## src/rtl/vsc_pkg.sv

```systemverilog
package vsc_pkg;

   typedef enum logic [1:0] {
      MODE_IMMED   = 2'd0,
      MODE_ZC_JUMP = 2'd1,
      MODE_RAMP    = 2'd2,
      MODE_ZC_STEP = 2'd3
   } vmode_e;

   function automatic vmode_e decode_mode(input logic soft_off, input logic zc_off);
      case ({soft_off, zc_off})
         2'b11:   return MODE_IMMED;
         2'b10:   return MODE_ZC_JUMP;
         2'b01:   return MODE_RAMP;
         default: return MODE_ZC_STEP;
      endcase
   endfunction

endpackage

```

## src/rtl/vsc_window.sv

```systemverilog
module vsc_window #(
   parameter int WIN_TICKS = 200
) (
   input  logic clk,
   input  logic rst_n,
   input  logic clr,
   input  logic tick,
   output logic expire
);
   localparam int CNT_W = (WIN_TICKS > 2) ? $clog2(WIN_TICKS) : 1;
   localparam logic [CNT_W-1:0] LAST = CNT_W'(WIN_TICKS - 1);

   logic [CNT_W-1:0] cnt_q;

   assign expire = tick && (cnt_q == LAST);

   always_ff @(posedge clk or negedge rst_n) begin
      if (!rst_n)
         cnt_q <= '0;
      else if (clr || expire)
         cnt_q <= '0;
      else if (tick)
         cnt_q <= cnt_q + 1'b1;
   end


   no_overflow_chk: assert property (@(posedge clk) disable iff (!rst_n)
      cnt_q <= LAST);


   win_restart_chk: assert property (@(posedge clk) disable iff (!rst_n)
      (expire || clr) |=> (cnt_q == '0));

endmodule

```

## src/rtl/vsc_chan.sv

```systemverilog
module vsc_chan
   import vsc_pkg::*;
#(
   parameter int               ATT_W     = 6,
   parameter int               WIN_TICKS = 200,
   parameter logic [ATT_W-1:0] RST_ATT   = '1
) (
   input  logic             clk,
   input  logic             rst_n,
   input  logic [ATT_W-1:0] tgt,
   input  vmode_e           mode,
   input  logic             bypass,
   input  logic             zc,
   input  logic             tick,
   output logic [ATT_W-1:0] applied
);
   logic [ATT_W-1:0] app_q, app_n, step_v;
   logic             tk_q, tk_n;
   logic             clr, expire, at_tgt;

   vsc_window #(.WIN_TICKS(WIN_TICKS)) u_win (
      .clk    (clk),
      .rst_n  (rst_n),
      .clr    (clr),
      .tick   (tick),
      .expire (expire)
   );

   assign at_tgt = (app_q == tgt);
   assign step_v = (tgt > app_q) ? app_q + 1'b1 : app_q - 1'b1;

   always_comb begin
      app_n = app_q;
      tk_n  = tk_q;
      clr   = 1'b0;
      if (bypass || mode == MODE_IMMED) begin
         app_n = tgt;
         tk_n  = 1'b0;
         clr   = 1'b1;
      end else if (at_tgt) begin
         tk_n = 1'b0;
         clr  = 1'b1;
      end else begin
         case (mode)
            MODE_ZC_JUMP: begin
               if (zc) begin
                  app_n = tgt;
                  clr   = 1'b1;
               end else if (expire) begin
                  app_n = tgt;
               end
            end
            MODE_RAMP: begin
               if (expire) app_n = step_v;
            end
            MODE_ZC_STEP: begin
               if (expire) begin
                  if (!tk_q) app_n = step_v;
                  tk_n = 1'b0;
               end else if (zc && !tk_q) begin
                  app_n = step_v;
                  tk_n  = 1'b1;
               end
            end
            default: ;
         endcase
      end
   end

   always_ff @(posedge clk or negedge rst_n) begin
      if (!rst_n) begin
         app_q <= RST_ATT;
         tk_q  <= 1'b0;
      end else begin
         app_q <= app_n;
         tk_q  <= tk_n;
      end
   end

   assign applied = app_q;


   imm_take_chk: assert property (@(posedge clk) disable iff (!rst_n)
      ($past(mode) == MODE_IMMED || $past(bypass)) |-> applied == $past(tgt));


   unit_step_chk: assert property (@(posedge clk) disable iff (!rst_n)
      (($past(mode) == MODE_RAMP || $past(mode) == MODE_ZC_STEP) && !$past(bypass))
      |-> (applied == $past(applied) || applied == $past(applied) + 1'b1
           || applied == $past(applied) - 1'b1));


   toward_chk: assert property (@(posedge clk) disable iff (!rst_n)
      ($past(applied) < $past(tgt)) |-> applied >= $past(applied));


   hold_chk: assert property (@(posedge clk) disable iff (!rst_n)
      $past(applied == tgt) |-> applied == $past(applied));


   one_per_win_chk: assert property (@(posedge clk) disable iff (!rst_n)
      (tk_q && zc && !expire && !bypass && mode == MODE_ZC_STEP)
      |=> applied == $past(applied));

endmodule

```

## src/rtl/vol_step_ctrl.sv

```systemverilog
module vol_step_ctrl
   import vsc_pkg::*;
#(
   parameter int               NCH       = 2,
   parameter int               ATT_W     = 6,
   parameter int               WIN_TICKS = 200,
   parameter logic [ATT_W-1:0] RST_ATT   = '1
) (
   input  logic                 clk,
   input  logic                 rst_n,
   input  logic [ATT_W-1:0]     tgt_att,
   input  logic                 soft_off,
   input  logic                 zc_off,
   input  logic                 bypass_now,
   input  logic                 us_tick,
   input  logic [NCH-1:0]       zc_pulse,
   output logic [NCH*ATT_W-1:0] att_q
);
   generate
      if (NCH < 1) begin : g_bad_nch
         $error("NCH must be at least 1");
      end
      if (ATT_W < 2) begin : g_bad_w
         $error("ATT_W must be at least 2");
      end
      if (WIN_TICKS < 2) begin : g_bad_win
         $error("WIN_TICKS must be at least 2");
      end
   endgenerate

   vmode_e mode;
   assign mode = decode_mode(soft_off, zc_off);

   for (genvar c = 0; c < NCH; c++) begin : g_ch
      vsc_chan #(
         .ATT_W     (ATT_W),
         .WIN_TICKS (WIN_TICKS),
         .RST_ATT   (RST_ATT)
      ) u_chan (
         .clk     (clk),
         .rst_n   (rst_n),
         .tgt     (tgt_att),
         .mode    (mode),
         .bypass  (bypass_now),
         .zc      (zc_pulse[c]),
         .tick    (us_tick),
         .applied (att_q[c*ATT_W +: ATT_W])
      );
   end

endmodule

```

## config.mk

```make
export PLATFORM = sky130hd
export DESIGN_NAME = vol_step_ctrl
export DESIGN_NICKNAME = d
export VERILOG_FILES = /design/src/rtl/vsc_pkg.sv /design/src/rtl/vsc_window.sv /design/src/rtl/vsc_chan.sv /design/src/rtl/vol_step_ctrl.sv
export SDC_FILE = /design/constraint.sdc
export NUM_CORES = 1
export LEC_CHECK = 0
export BUFFER_PORTS_ARGS = -buffer_cell sky130_fd_sc_hd__buf_2
export CORE_ASPECT_RATIO = 1.75
export CORE_MARGIN = 3
export CORE_UTILIZATION = 45
export CTS_CLUSTER_SIZE = 30
export DETAILED_ROUTE_END_ITERATION = 8
export GPL_TIMING_DRIVEN = 0
export PLACE_DENSITY = 0.67
export SYNTH_ARGS = -nofsm -noshare
export SYNTH_HDL_FRONTEND = slang
export SYNTH_SLANG_ARGS = --single-unit
```

## constraint.sdc

```tcl
create_clock -name clk -period 2.72 [get_ports clk]
set_input_delay 0.272 -clock clk [delete_from_list [all_inputs] [get_ports clk]]
set_output_delay 0.272 -clock clk [all_outputs]
set_load 0.02 [all_outputs]
```

==> results.toml <==
[run_status]
status = "complete, but fails checks"
failed_checks = "negative setup slack"

[route]
drtPass1Iterations = 4
routed_via_density = 5.53
ant_nets = 0
wl_per_cell_um = 15.3
initialDrtViolationCount = 56
wl_um = 5090
vias = 1840
drc = 0

[layout]
fin_area_um2 = 2820
final_net_count = 318
syn2layout_area_growth_pct = 26.7
antenna_cells = 0
layout-drive-gt1-share_pct = 39.5

[clocking]
cts_tree = "done"
cts.sinks = 30
h-tree-depth = 2
clockRootBuffer = "clkbuf_8"
clk_pin_slew_ns = 0.06
postCtsHoldBufs = 0
cts_made_buffers = 5
clkLatencyLatePin_ns = 0.28
cts.path.max_buffers = 2

[critical_path]
r2r-start = "g_ch[1].u_chan.applied[5]$_DFFE_PN1P_"
r2r_slack_ns = -0.09
crit_fanout = 4
r2r_cells = 13
required_ns = 2.93
cp-startpoint = "g_ch[1].u_chan.applied[5]$_DFFE_PN1P_"
cp-end-kind = "register"
path_class = "reg -> reg"
crit_path_start_kind = "register"
crit_arrival_ns = 3.02
r2r-end = "g_ch[1].u_chan.applied[5]$_DFFE_PN1P_"

[global_route]
grt_max_degree = 31
grt_pass1_wl_um = 8340
grt_pass1_vias = 1911
grt_use_total_pct = 18.5
antenna_found_initial = 0
overflow = 0

[floorplanning]
die_width_um = 59.2
fp-row-count = 33
die_area_um2 = 5860
start_util_pct = 46.9
top_level_ports = 26
core_um2 = 4750
die_h_um = 99.0

[logic_synthesis]
synth-edff-count = 0
syn-instance-count = 236
synthesis.area_um2 = 2230
synth_seq_cells = 30
syn_area_per_cell_um2 = 9.43
async_flop_share_pct = 100
synth_top_flop_cell = "dfrtp_1"
synth_cell_types = 50
synthesis.nets = 274
yosys_warnings = 0
yosysSeqAreaShare_pct = 34.4

[placed_design]
pre_cts_slack_ns = -0.157
dpl_cell_area_um2 = 2460
place_congestion = 0.760
io_buffer_count = 22
dp_hpwl_um = 3640

[sta]
final_max_slew_viol_count = 0
timing.final.crit_share_pct = 103
rsz0062_at_grt = "yes"
fmax_ghz = 0.355
layout_min_cycle_time_ns = 2.81
finalSetupViolCount = 2
tightest_slew_ns = 0.662
max-slew-margin-rel_pct = 55.8
skew_ns = 0.00516
setup_slack_ns = -0.0950
hold_violations = 0

[job]
cap_violations = 0

[power]
ir_drop_mv = 0.638
p_per_area_nw_per_um2 = 812
p_leak_uw = 0.00123

[min_path]
hold_path.class = "in -> async"
-- placed cells by master, fill, tap and decap left out, types with 4 or more instances in the layout --
cell type / n
buf_6: 5
nand4_1: 8
ha_1: 10
inv_2: 4
nor2_1: 30
dfstp_2: 12
clkbuf_8: 5
ha_4: 11
a21o_1: 6
xor2_1: 11
a21oi_1: 11
nand2_1: 19
inv_1: 11
buf_2: 26
dfrtp_1: 18
buf_4: 13
xnor2_1: 10
a21oi_2: 8
-- power by group --
part           switching [uW]  total, uW  internal [uW]
Clock                     166        342            177
Sequential               46.1        583            537
Combinational             700       1360            664
Total                     912       2290           1380
-- cells in the mapped netlist, types with 4 or more instances --
cell / number / share of area [%]
nor2_1: 30 / 5.1
ha_1: 22 / 12
nand2_1: 19 / 3.2
dfrtp_1: 18 / 20
a21oi_1: 16 / 3.6
inv_1: 16 / 2.7
dfstp_2: 12 / 14
xor2_1: 11 / 4.3
xnor2_1: 10 / 3.9
nand4_1: 8 / 2.2
a21o_1: 6 / 2.0
o21ai_0: 6 / 1.3
buf_2: 4 / 0.90
-- critical path, stage by stage (launching register included) --
cell	delay, ns
dfstp_2	0.54
inv_1	0.04
ha_1	0.28
nand4_1	0.17
or2_4	0.31
o31ai_4	0.06
buf_6	0.17
ha_4	0.20
a211oi_2	0.22
o21bai_1	0.11
a21oi_2	0.13
xor2_1	0.21
a21oi_1	0.10
o22a_1	0.20
-- registers in the layout, summed over array words and instances (netlist names) --
register and cells:
g_ch.u_chan.tk_q 2, g_ch.u_chan.applied 12, g_ch.u_chan.u_win.cnt_q 16
-- metal layers --
layer / routed length (um) / track usage [%] / part of all wire, % / up-vias
met5: 0 / 0 / 0 / -
met4: 63 / 6.81 / 1.2 / 0
met3: 121 / 3.41 / 2.4 / 5
met2: 2830 / 34.0 / 56 / 23
met1: 2070 / 20.1 / 41 / 891
li1: - / - / - / 921
-- through the flow --
step | TNS [ns] | instances | hold slack, ns | util (%) | total power (uW)
after floorplan | 0 | 236 | -0.0236 | - | 1390
final | -0.104 | 333 | 0.0188 | 59.4 | 2290
after CTS | -0.0774 | 332 | 0.0451 | 56.4 | 2090
after global placement | -0.229 | 310 | 0.349 | 51.8 | 1590
after detailed placement | -0.362 | 310 | 0.349 | 51.8 | 1610
after global routing | -0.446 | 333 | 0.0630 | 59.4 | 2470
-- repair_timing --
action / in CTS / in global routing
endpoints found under the setup margin: 4 / 4
resized for setup: 8 / 19
setup buffers: 14 / 1
pin swaps: 16 / 15
-- cells by family after synthesis --
group / synth area share, %
AND/OR/NAND/NOR: 17.6
AO/OA/AOI/OAI: 18.6
flip-flops: 34.4
adder cells (fa/ha/maj): 14.2
buffers and inverters: 5.12
XOR/XNOR: 8.26
multiplexers: 1.85
-- layout make-up --
| type | count | area (um2) |
|---|---|---|
| fill | 434 | 1930 |
| multi-input combinational | 183 | 1560 |
| sequential | 30 | 766 |
| timing repair buffer | 37 | 230 |
| clock buffer | 6 | 72.6 |
| tap | 52 | 65.1 |
| inverter | 16 | 62.6 |
| buffer | 7 | 53.8 |
| clock inverter | 2 | 10.0 |
-- worst max-delay path by stage --
stage	endpoint	slack (ns)	cells past startpoint
global route	g_ch[1].u_chan.applied[5]$_DFFE_PN1P_	-0.24	13
CTS	g_ch[1].u_chan.applied[4]$_DFFE_PN1P_	-0.05	12
global placement	g_ch[1].u_chan.applied[5]$_DFFE_PN1P_	-0.1	12
finish	g_ch[1].u_chan.applied[5]$_DFFE_PN1P_	-0.09	13
floorplan	g_ch[0].u_chan.applied[5]$_DFFE_PN1P_	0.002	13
detailed placement	g_ch[1].u_chan.applied[5]$_DFFE_PN1P_	-0.16	12
(Power assumes the default switching activity.)
